File: src/rtl/afs_pkg.sv
package afs_pkg;
  typedef struct packed {
    logic quarter;
    logic half;
    logic frameEvt;
  } seq_evt_t;
endpackage

File: src/rtl/afs_ctrl.sv
module afs_ctrl #(
  parameter int DIV_PERIOD = 89490
) (
  input  logic clk,
  input  logic rst,
  input  logic ctrlWe,
  input  logic ctrlData7,
  output afs_pkg::seq_evt_t evt
);
  import afs_pkg::*;
  localparam int CW = $clog2(DIV_PERIOD);
  localparam logic [CW-1:0] LAST_CNT = CW'(DIV_PERIOD - 1);

  logic [CW-1:0] divCnt;
  logic [2:0]    stepIdx;
  logic          fiveStep;

  function automatic seq_evt_t decodeStep(input logic five, input logic [2:0] idx);
    seq_evt_t e;
    if (five) begin
      e.quarter  = (idx < 3'd4);
      e.half     = (idx == 3'd0) || (idx == 3'd2);
      e.frameEvt = 1'b0;
    end else begin
      e.quarter  = 1'b1;
      e.half     = idx[0];
      e.frameEvt = (idx == 3'd3);
    end
    return e;
  endfunction

  always_ff @(posedge clk) begin
    if (rst) begin
      divCnt   <= '0;
      stepIdx  <= '0;
      fiveStep <= 1'b0;
      evt      <= '0;
    end else begin
      evt <= '0;
      if (ctrlWe) begin
        divCnt   <= '0;
        fiveStep <= ctrlData7;
        if (ctrlData7) begin
          evt     <= decodeStep(1'b1, 3'd0);
          stepIdx <= 3'd1;
        end else begin
          stepIdx <= 3'd0;
        end
      end else if (divCnt == LAST_CNT) begin
        divCnt  <= '0;
        evt     <= decodeStep(fiveStep, stepIdx);
        stepIdx <= (stepIdx == (fiveStep ? 3'd4 : 3'd3)) ? 3'd0 : stepIdx + 3'd1;
      end else begin
        divCnt <= divCnt + 1'b1;
      end
    end
  end


  five_write_chk: assert property (@(posedge clk) disable iff (rst)
    ctrlWe && ctrlData7 |=> evt.quarter && evt.half);

  four_write_chk: assert property (@(posedge clk) disable iff (rst)
    ctrlWe && !ctrlData7 |=> !evt.quarter && !evt.half);

  single_pulse_chk: assert property (@(posedge clk) disable iff (rst)
    evt.quarter && !ctrlWe |=> !evt.quarter);

  no_frame_five_chk: assert property (@(posedge clk) disable iff (rst)
    evt.frameEvt |-> !fiveStep);
endmodule

File: src/rtl/afs_datapath.sv
module afs_datapath (
  input  logic clk,
  input  logic rst,
  input  logic ctrlWe,
  input  logic ctrlData6,
  input  logic statRe,
  input  afs_pkg::seq_evt_t evt,
  output logic [7:0] statData,
  output logic irqOut
);
  logic flag;
  logic irqDis;

  always_ff @(posedge clk) begin
    if (rst) begin
      flag   <= 1'b0;
      irqDis <= 1'b0;
    end else begin
      if (ctrlWe) irqDis <= ctrlData6;
      if (evt.frameEvt) flag <= 1'b1;
      else if (statRe || (ctrlWe && ctrlData6)) flag <= 1'b0;
    end
  end

  assign statData = {1'b0, flag, 6'b0};
  assign irqOut   = flag & ~irqDis;


  flag_source_chk: assert property (@(posedge clk) disable iff (rst)
    $rose(flag) |-> $past(evt.frameEvt));

  read_clear_chk: assert property (@(posedge clk) disable iff (rst)
    statRe && !evt.frameEvt |=> !statData[6]);

  irq_masked_chk: assert property (@(posedge clk) disable iff (rst)
    ctrlWe && ctrlData6 |=> !irqOut);
endmodule

File: src/rtl/audio_frame_seq.sv
module audio_frame_seq #(
  parameter int DIV_PERIOD = 89490
) (
  input  logic       clk,
  input  logic       rst,
  input  logic       ctrlWe,
  input  logic [7:0] ctrlData,
  input  logic       statRe,
  output logic [7:0] statData,
  output logic       quarterStb,
  output logic       halfStb,
  output logic       irqOut
);
  afs_pkg::seq_evt_t evt;

  afs_ctrl #(.DIV_PERIOD(DIV_PERIOD)) uCtrl (
    .clk(clk), .rst(rst), .ctrlWe(ctrlWe), .ctrlData7(ctrlData[7]), .evt(evt)
  );

  afs_datapath uData (
    .clk(clk), .rst(rst), .ctrlWe(ctrlWe), .ctrlData6(ctrlData[6]),
    .statRe(statRe), .evt(evt), .statData(statData), .irqOut(irqOut)
  );

  assign quarterStb = evt.quarter;
  assign halfStb    = evt.half;
endmodule

File: config.mk
export PLATFORM = sky130hd
export DESIGN_NAME = audio_frame_seq
export DESIGN_NICKNAME = d
export VERILOG_FILES = /design/src/rtl/afs_pkg.sv /design/src/rtl/afs_ctrl.sv /design/src/rtl/afs_datapath.sv /design/src/rtl/audio_frame_seq.sv
export SDC_FILE = /design/constraint.sdc
export NUM_CORES = 1
export LEC_CHECK = 0
export BUFFER_PORTS_ARGS = -buffer_cell sky130_fd_sc_hd__buf_4
export CAP_MARGIN = 25
export CORE_MARGIN = 5
export CORE_UTILIZATION = 51
export CTS_BUF_LIST = sky130_fd_sc_hd__clkbuf_8
export DETAILED_ROUTE_END_ITERATION = 10
export PLACE_DENSITY_LB_ADDON = 0.25
export SYNTH_ARGS = -nofsm -noshare
export SYNTH_HDL_FRONTEND = slang
export SYNTH_SLANG_ARGS = --single-unit
File: constraint.sdc
create_clock -name clk -period 2.2 [get_ports clk]
set_clock_uncertainty 0.2 [all_clocks]
set_input_delay 0.33 -clock clk [delete_from_list [all_inputs] [get_ports clk]]
set_output_delay 0.33 -clock clk [all_outputs]
set_load 0.01 [all_outputs]
# After elaboration in Yosys (flattened, before gate mapping)
# Index checks and enable logic that the tools add are counted.
[classes]
n_lt_le_gt_ge = 1
n_eq_ne = 4
bitwise_logic = 2
reduce_logical = 7
addsub = 2
n_mux = 11
[op_table]
columns = ["operator", "count"]
rows = [
  ["2-to-1 mux 3 bit", 8],
  ["adder 17 x 1 -> 17 bit (second input constant)", 1],
  ["== test 17 bit (second input constant)", 1],
  ["== test 3 x 2 -> 1 bit (second input constant)", 2],
  ["nonzero test 2 bit", 2],
  ["adder 3 x 1 -> 3 bit (second input constant)", 1],
  ["== test 3 bit", 1],
  ["zero test 3 bit", 1],
  ["< comparator 3 bit (second input constant)", 1],
  ["2-to-1 mux 1 bit", 3],
  ["OR reduction 3 bit", 1],
  ["logical OR 1 bit", 2],
  ["AND 1 bit", 1],
  ["logical AND 1 bit", 1],
  ["NOT 1 bit", 1],
]
[word_totals]
ff_bits = 26
output_inout_bits = 11
wordCells = 35

# Longest topological paths before layout
# Gate-level depths: netlist of run 1.
[logic_depth]
ltp_word = 5
depth_mapped = 8
depth_no_buf = 6

# Hierarchy
# A second synthesis of run 1 with hierarchy kept.
[unflattened]
cells_unflattened = 151
area_unflattened_um2 = 1322.5
[modules_own_cells]
columns = ["module", "area_each_um2", "instances", "cells_each", "seq_area_each_um2"]
rows = [
  ["afs_ctrl", 1183.6, 1, 133, 480.5],
  ["afs_datapath", 138.9, 1, 18, 40.0],
]

# Worst setup path before layout of run 1
# No wires, ideal clock.
[synth_timing]
kind = "register to register"
from = "reg uCtrl.divCnt[9]"
to = "reg uCtrl.divCnt[10]"
stages_incl_launch_ff = 7
t_required_ps = 1885
path_slack_ps = 19
setup_ps = 115
t_arrival_ps = 1866
path_cell_list = "dfxtp_1 or4b_1 or4_1 buf_2 nand2_1 buf_4 nor2_1"
[synth_between]
elab_chain_len = 2
word_cells_on_any_way = 3
[synth_lines]
columns = ["element", "line", "text"]
rows = [
  ["start, declared", "afs_ctrl.sv:14", "logic [CW-1:0] divCnt;"],
  ["start signal, assigned", "afs_ctrl.sv:54", "divCnt <= divCnt + 1'b1;"],
  ["parallel branches: the longest is 2 deep, another holds adder 17 x 1 -> 17 bit", "--", ""],
]
# Parallel ways; which one is timed is not known.
# A chain may end at the register's enable or synchronous reset.

# Worst setup path after layout of run 1
[layout_timing]
from = "reg uCtrl.divCnt[5]"
to = "reg uCtrl.evt[2] (netlist name)"
[layout_between]
elab_chain_len = 3
[layout_lines]
columns = ["element", "line", "text"]
rows = [
  ["== test 17 bit", "afs_ctrl.sv:49", "end else if (divCnt == LAST_CNT) begin"],
  ["2-to-1 mux 3 bit", "afs_ctrl.sv:49", ""],
  ["2-to-1 mux 3 bit", "afs_ctrl.sv:40", "if (ctrlWe) begin"],
]
# No other way between the ends.

==> impl_metrics.csv, run 1 <==
group,metric,value,unit
synth,synth_compound_area_frac,0.0498,
grt,grt_max_degree,18,
critical_path,worstPathArrival,2.17,ns
synth,synth_top_area_cell,"dfxtp_1",
die,initial_utilization,0.527,
synth,syn_inst,149,
detailed_routing,drtAntennaViolNets,0,
power_and_ir_drop,internal_power,0.620,mW
grt,grt_overflow_total,0,
cts,cts_buffers,3,
cts,cts_tree,"yes",
synth,yosysUniqueCellTypes,33,
cells_and_area,area_growth,16.8,%
detailed_routing,drc,0,
die,io_pins,23,
sta,setup_viol,0,
power_and_ir_drop,power_frac_comb,0.066,
placed_design,portBuffers,9,
sta,slew_violations,0,
synth,synthSimpleGateAreaFrac,0.300,
detailed_routing,post_drt_via_cell_ratio,5.37,
power_and_ir_drop,clock_power_share,0.327,
power_and_ir_drop,irDropWorstVdd,0.000389,V
detailed_routing,routed_wl,2380,um
cells_and_area,drive_gt1_frac,0.200,
synth,ys_ff_latch,26,
sta,hold_viol_final,0,
placed_design,dp_hpwl,1780,um
cts,cts_sinks,26,
run,maxCapViolations,0,
grt,grt_use_total,0.144,
die,fp-row-count,18,
critical_path,start_kind,"flop",
critical_path,crit_path_max_fanout,8,
cts,path_clk_slew,0.08,ns
sta,holdWs,0.104,ns
synth,syn_area_per_cell,8.61,um^2
cts,clockBufferDepth,2,
power_and_ir_drop,p_leak,0.544,nW
cts,cts_root_buf,"clkbuf_8",
power_and_ir_drop,pwr-share-seq,0.607,
detailed_routing,drtIter0Drc,23,
sta,fmax,462,MHz
synth,synth_top_area_share,0.406,
grt,grt_pass1_wl,3930,um
sta,setup_ws,0.0352,ns
grt,antenna_found_initial,0,
critical_path,setup.worst_path.end_class,"flop",
sta,tns,0,ns
placed_design,post_dp_cell_area,1420,um^2
synth,synth_fa_ha_area_frac,0.0488,
cells_and_area,design_area,1500,um^2
synth,synth-warning-count,0,
die,die-area,3620,um^2
detailed_routing,wl_per_cell,12.2,um
synth,synth-seq-area-share,0.406,
power_and_ir_drop,p_sw,0.173,mW
detailed_routing,vias,1048,
die,core_area,2430,um^2
cts,insertion_delay,0.26,ns
placed_design,gp_congestion,0.833,
sta,grt_setup_unrepaired,"yes",
synth,synth_xor_xnor_area_share,0.102,
critical_path,crit_required,2.21,ns
grt,first_global_vias,957,
sta,fin_crit_sh,0.984,
die,die_height,60.1,um
run_status,status,"completed",
synth,synth_top_family_by_area,"simple AND/OR/NAND/NOR gates",
sta,fin_crit,2.16,ns
detailed_routing,firstDrtPassIters,4,
placed_design,dp_slack,-0.0276,ns
hold_path,worstHoldPathType,"input pin to flop",
cells_and_area,antennaDiodeCount,0,
synth,synthMuxAreaShare,0.00780,
critical_path,worst-setup-path-type,"flop to flop",
cells_and_area,fin_util,0.616,
cts,htreeDepth,1,
die,die_w,60.1,um
power_and_ir_drop,power_density,529,nW/um^2
synth,syn_area,1280,um^2
synth,yosys-top-cells-area,"dfxtp_1 (41%), xnor2_1 (8.2%), nor2_1 (7.0%), buf_4 (5.3%), ha_1 (4.9%)",
cells_and_area,nets,184,
power_and_ir_drop,swShare,0.218,
[metal layers]
metal  wire [um]  GRT usage  vias up
met5           0          0        -
met4          41     0.0665        0
met3         103     0.0259        4
met2        1190      0.270       17
met1        1050      0.152      495
li1            -          -      532
[Yosys cell counts (all sizes together)]
master	instances
nor2	24
inv	5
and3	2
or4b	3
o41ai	1
a21oi	5
or3	2
a22oi	1
nand4b	1
or4	3
nor3	6
nand4	4
a31oi	1
nand2b	2
nor4b	1
xnor2	12
ha	5
buf	10
mux2i	1
clkbuf	4
nor3b	1
nor2b	3
nor4	5
a2111oi	1
conb	1
nand2	6
nand4bb	1
xor2	3
nand3	8
o21bai	1
dfxtp	26
[final cells by class]
type	count	area (um^2)
Sequential cell	26	526
Timing Repair Buffer	21	170
Clock buffer	3	41.3
Tap cell	30	37.5
Multi-Input combinational cell	110	704
Inverter	5	18.8
Fill cell	225	935
[through the flow]
stage	instances	power, mW
2_1_floorplan	155	0.532
3_3_place_gp	191	0.543
3_5_place_dp	191	0.544
4_1_cts	194	0.805
5_1_grt	195	0.833
6_report	195	0.793
[state kept, by name (all words and copies together) (netlist names)]
name,flops
uCtrl.evt,3
uData.irqDis,1
uCtrl.divCnt,17
uData.flag,1
uCtrl.fiveStep,1
uCtrl.stepIdx,3
[worst paths after layout]
check | start | end | slack (ns) | cells past startpoint
max | uCtrl.divCnt[5] | uCtrl.evt[2] | 0.04 | 4
min | rst | uCtrl.evt[2] | 0.10 | 2
max reg2reg | uCtrl.divCnt[5] | uCtrl.evt[2] | 0.04 | 4
min reg2reg | uCtrl.evt[0] | uData.flag | 0.26 | 2
[cells by family (layout without fill, tap and decap cells)]
kind of cell	after synthesis	after routing
AND/OR/NAND/NOR	72	72
flip-flops	26	26
buffers and inverters	19	29
XOR/XNOR	15	15
AO/OA/AOI/OAI	10	10
adder cells (fa/ha/maj)	5	5
other	1	7
multiplexers	1	1
[power groups by stage]
stage                     clock network [mW]  logic (mW)  registers, mW
after floorplan                            0      0.0383          0.494
after global placement                     0      0.0502          0.493
after detailed placement                   0      0.0512          0.493
after CTS                              0.271      0.0517          0.482
after global routing                   0.292      0.0591          0.482
final                                  0.260      0.0523          0.481
[cell usage in the layout, fill, tap and decap left out, types with 4 or more instances in the layout]
master,instances
inv_1,5
nor2_1,24
nor3_1,6
dfxtp_1,24
nor4_1,5
nand3_1,8
conb_1,7
buf_4,20
ha_1,5
nand4_1,4
xnor2_1,12
a21oi_1,4
nand2_1,6
[worst max-delay path, cell delays in order, from the launching register on]
cell,delay [ns]
dfxtp_4,0.35
or4b_4,0.51
or4_4,0.58
or3_4,0.35
a21oi_2,0.11
[what timing repair did]
action | 4_1_cts | 5_1_grt
gates resized for setup | 1 | 8
setup buffers | 0 | 1
hold endpoints to repair | 0 | 0
pin swaps | 0 | 3
setup endpoints to repair | 2 | 3
hold buffers | 0 | 0
(Power assumes the default switching activity.)
==> inputs of run 2 (changes only) <==
--- a/config.mk
+++ b/config.mk
@@ -8,7 +8,7 @@
 export BUFFER_PORTS_ARGS = -buffer_cell sky130_fd_sc_hd__buf_4
 export CAP_MARGIN = 25
 export CORE_MARGIN = 5
-export CORE_UTILIZATION = 51
+export CORE_UTILIZATION = 50
 export CTS_BUF_LIST = sky130_fd_sc_hd__clkbuf_8
 export DETAILED_ROUTE_END_ITERATION = 10
 export PLACE_DENSITY_LB_ADDON = 0.25
==> run 2 against run 1 <==
Via count increased by 1.8%. Combinational power rose by 2%. Final area rose by 2.5%. Power rose by 18%. Cell count up 1.5%. Largest cell class unchanged. Highest routed layer unchanged.
==> impl_metrics.csv, run 2 (same netlist as run 1, synthesis figures left out) <==
group,metric,value,unit
critical_path,max_stage_delay,0.57,ns
cells_and_area,mostFrequentLayoutCell,"dfxtp_1",
sta,grt_setup_unrepaired,"yes",
cts,cts_root_buf,"clkbuf_8",
die,die-area,3680,um^2
cells_and_area,nets,186,
die,fp-row-count,18,
die,die_height,60.6,um
critical_path,crit_start,"uCtrl.divCnt[9]",
critical_path,worst-setup-path-type,"flop to flop",
placed_design,dp_hpwl,1910,um
critical_path,path_buf_inv,0,
grt,grt_use_total,0.163,
critical_path,worstPathArrival,2.20,ns
cells_and_area,design_area,1540,um^2
critical_path,setup.worst_path.end_class,"flop",
sta,setup_ws,0.0220,ns
cts,cts_tree,"yes",
power_and_ir_drop,power,0.933,mW
cells_and_area,final_cell_mix,"dfxtp_1 (25), nor2_1 (24), buf_4 (22)",
detailed_routing,vias,1067,
cts,insertion_delay,0.27,ns
grt,antenna_found_initial,0,
critical_path,slowest_stage,"or4_4",
grt,grt_max_degree,18,
hold_path,min_from,"rst",
cells_and_area,largestRegisters,"uCtrl.divCnt: 17 flops, uCtrl.evt: 3 flops, uCtrl.stepIdx: 3 flops",
critical_path,path_cells,"or4b_1, or4_4, or3_4, a21oi_2",
sta,setup_viol,0,
cells_and_area,fin_util,0.625,
grt,first_global_vias,1023,
placed_design,gp_congestion,0.772,
power_and_ir_drop,p_leak,0.565,nW
die,initial_utilization,0.522,
cells_and_area,largest_register_ffs,17,
cts,cts_buffers,3,
detailed_routing,drtIter0Drc,28,
sta,fmax,459,MHz
die,io_pins,23,
critical_path,crit_path_max_fanout,7,
die,die_w,60.6,um
die,core_area,2450,um^2
grt,grt_pass1_wl,4570,um
cells_and_area,area_growth,19.7,%
cts,clockBufferDepth,2,
hold_path,worstHoldPathType,"input pin to flop",
cells_and_area,antennaDiodeCount,0,
run_status,status,"completed",
detailed_routing,firstDrtPassIters,4,
power_and_ir_drop,power_density,608,nW/um^2
cells_and_area,final.fill_count,216,
critical_path,crit_family,"simple AND/OR/NAND/NOR gates",
detailed_routing,post_drt_via_cell_ratio,5.39,
power_and_ir_drop,irDropWorstVdd,0.000437,V
cells_and_area,top_register,"uCtrl.divCnt",
critical_path,crit_required,2.22,ns
run,maxCapViolations,0,
sta,fin_crit,2.18,ns
sta,hold_viol_final,0,
detailed_routing,routed_wl,2660,um
cts,cts_sinks,26,
placed_design,post_dp_cell_area,1430,um^2
detailed_routing,drc,0,
sta,fin_crit_sh,0.990,
cells_and_area,drive_gt1_frac,0.202,
critical_path,start_kind,"flop",
placed_design,dp_slack,-0.00784,ns
cts,htreeDepth,1,
critical_path,r2r-start,"uCtrl.divCnt[9]",
cts,path_clk_slew,0.09,ns
placed_design,portBuffers,9,
detailed_routing,drtAntennaViolNets,0,
grt,grt_overflow_total,0,
sta,slew_violations,0,
detailed_routing,wl_per_cell,13.4,um
-- run 2: changes by cell type in the layout (fill, tap and decap cells not counted) --
cell / delta
buf_4: +2
bufinv_16: +1
dfxtp_1: +1
dfxtp_4: -1
or4b_1: +1
or4b_4: -1
-- run 2: layout make-up --
cell class	instances	area (um^2)	area share
well taps	30	37.5	0.0244
flip-flops and latches	26	522	0.340
inverters	5	18.8	0.0122
multi-input cells	110	701	0.456
repair buffers	23	185	0.121
clock inverters	1	30.0	0.0196
clock buffers	3	41.3	0.0269
-- run 2: path summary, 6_finish.rpt --
path	endpoint	slack, ns	cells after the start
worst min register to register	uData.flag	0.25	2
worst min-delay path	uCtrl.evt[1]	0.09	2
worst max-delay path	uCtrl.evt[1]	0.02	4
worst max register to register	uCtrl.evt[1]	0.02	4
-- run 2: where the power goes --
part	total, mW	internal, mW	switching (mW)
sequential	0.483	0.477	0.00583
clock	0.397	0.243	0.154
combinational	0.0531	0.0224	0.0307
-- run 2: repair_timing --
action                                 CTS  global route
buffers inserted                         0             1
gates cloned                             0             0
pin swaps                                0             2
resized for setup                        1             5
setup endpoints to repair                3             4
endpoints found under the hold margin    0             0
hold buffers                             0             0
-- run 2: per-stage QoR --
step / hold WS (ns) / setup TNS (ns) / instances
2_1_floorplan: 0.213 / 0 / 155
3_3_place_gp: 0.229 / 0 / 193
3_5_place_dp: 0.232 / -0.00784 / 193
4_1_cts: 0.0882 / 0 / 197
5_1_grt: 0.0848 / -0.0523 / 198
6_report: 0.0893 / 0 / 198
-- run 2: routing by layer --
layer	track usage	share of wire	wire length, um
met5	0	0	0
met3	0.0213	0.066	175
met2	0.270	0.51	1340
met4	0.0867	0.0094	25
met1	0.206	0.42	1110
==> inputs of run 3 (changes only) <==
==> constraint.sdc (replaced) <==
create_clock -name clk -period 2.2 [get_ports clk]
set_clock_uncertainty 0.2 [all_clocks]
set_input_delay 0.44 -clock clk [delete_from_list [all_inputs] [get_ports clk]]
set_output_delay 0.44 -clock clk [all_outputs]
set_load 0.01 [all_outputs]
==> run 3 against run 2 <==
First-iteration DRC count grew 7.1%. Non-clock buffer count shrank 1. Largest power group unchanged. Clock-buffer cell count is the same. Core utilization shrank 1.5 points. Final area shrank 2.4%. Critical path type unchanged.
==> impl_metrics.csv, run 3 (same netlist as run 1, synthesis figures left out) <==
group,metric,value,unit
run_status,status,"completed",
hold_path,worstHoldPathType,"input pin to flop",
die,io_pins,23,
cts,cts_tree,"yes",
detailed_routing,vias,1027,
sta,hold_viol_final,0,
sta,tns,0,ns
grt,grt_use_total,0.149,
die,initial_utilization,0.522,
sta,setup_viol,0,
grt,antenna_found_initial,0,
detailed_routing,drtIter0Drc,30,
sta,slew_violations,0,
cts,post_cts_buffers,0,
placed_design,post_dp_cell_area,1430,um^2
critical_path,worstPathArrival,2.17,ns
grt,grt_pass1_wl,4150,um
placed_design,gp_congestion,0.799,
sta,grt_setup_unrepaired,"yes",
cts,htreeDepth,1,
cells_and_area,fin_util,0.610,
cells_and_area,largest_register_ffs,17,
critical_path,start_kind,"flop",
detailed_routing,firstDrtPassIters,4,
critical_path,crit_required,2.20,ns
cts,path_clk_slew,0.08,ns
placed_design,dp_hpwl,1870,um
die,die-area,3680,um^2
cts,insertion_delay,0.26,ns
die,fp-row-count,18,
grt,grt_overflow_total,0,
sta,setup_ws,0.0292,ns
cells_and_area,top_register,"uCtrl.divCnt",
detailed_routing,post_drt_via_cell_ratio,5.24,
placed_design,placed_cells,193,
detailed_routing,drtAntennaViolNets,0,
cts,cts_hold_buf,0,
placed_design,dp_slack,-0.0146,ns
cells_and_area,final.fill_count,220,
cells_and_area,mostFrequentLayoutCell,"dfxtp_1",
detailed_routing,routed_wl,2480,um
critical_path,crit_start,"uCtrl.divCnt[6]",
cells_and_area,antennaDiodeCount,0,
cells_and_area,design_area,1500,um^2
die,core_area,2450,um^2
cells_and_area,fin_cells,196,
detailed_routing,wl_per_cell,12.7,um
cts,cts_buffers,3,
die,die_w,60.6,um
placed_design,portBuffers,9,
cells_and_area,final_cell_mix,"dfxtp_1 (25), nor2_1 (24), buf_4 (21)",
sta,fmax,461,MHz
sta,holdWs,0.216,ns
die,die_height,60.6,um
critical_path,worst-setup-path-type,"flop to flop",
run,maxCapViolations,0,
grt,grt_max_degree,18,
power_and_ir_drop,irDropWorstVdd,0.000518,V
power_and_ir_drop,p_leak,0.544,nW
critical_path,crit_path_max_fanout,7,
cells_and_area,drive_gt1_frac,0.193,
hold_path,min_from,"rst",
cells_and_area,largestRegisters,"uCtrl.divCnt: 17 flops, uCtrl.evt: 3 flops, uCtrl.stepIdx: 3 flops",
grt,first_global_vias,985,
cells_and_area,nets,185,
power_and_ir_drop,power,0.789,mW
critical_path,r2r-start,"uCtrl.divCnt[6]",
cts,cts_root_buf,"clkbuf_8",
cells_and_area,area_growth,16.8,%
sta,fin_crit,2.17,ns
cts,clockBufferDepth,2,
power_and_ir_drop,power_density,527,nW/um^2
sta,fin_crit_sh,0.987,
detailed_routing,drc,0,
critical_path,setup.worst_path.end_class,"flop",
cts,cts_sinks,26,
## run 3: changes by cell type in the layout (fill, tap and decap cells not counted)
cell and change:
a21oi_2 +1, or4_4 -1, a21oi_1 -1, bufinv_16 -1, or4_1 +1, buf_4 -1
## run 3: worst paths after layout
path | end | slack, ns | cells past startpoint
setup / recovery | uCtrl.evt[1] | 0.03 | 4
hold / removal | uCtrl.evt[2] | 0.22 | 2
setup reg to reg | uCtrl.evt[1] | 0.03 | 4
hold reg to reg | uData.flag | 0.26 | 2
## run 3: routing by layer
metal,share of wire,up-vias,track usage
met1,0.44,475,0.172
met3,0.052,2,0.0404
met2,0.51,15,0.272
met5,0,-,0
li1,-,535,-
met4,0.0065,0,0.0372
## run 3: report_power, final
group	total [mW]	switching [mW]	leakage [nW]	internal, mW
registers	0.482	0.00576	0.211	0.477
clock network	0.253	0.131	0.0216	0.122
logic	0.0534	0.0308	0.311	0.0227
## run 3: area by class of cell
class / instances / area (um^2) / area share
inverters: 5 / 18.8 / 0.0125
clock buffers: 3 / 41.3 / 0.0276
flip-flops and latches: 26 / 522 / 0.348
repair buffers: 22 / 178 / 0.119
well taps: 30 / 37.5 / 0.0251
multi-input cells: 110 / 701 / 0.468
## run 3: timing repair
item	CTS	global route
endpoints found under the setup margin	3	3
hold endpoints to repair	0	0
pin swaps	0	3
resized for setup	2	4
gates cloned	0	0
## run 3: critical path: stages, from the launching register on
cell and delay [ns]:
dfxtp_1 0.32, or4b_1 0.53, or4_4 0.58, or3_4 0.35
a21oi_2 0.14
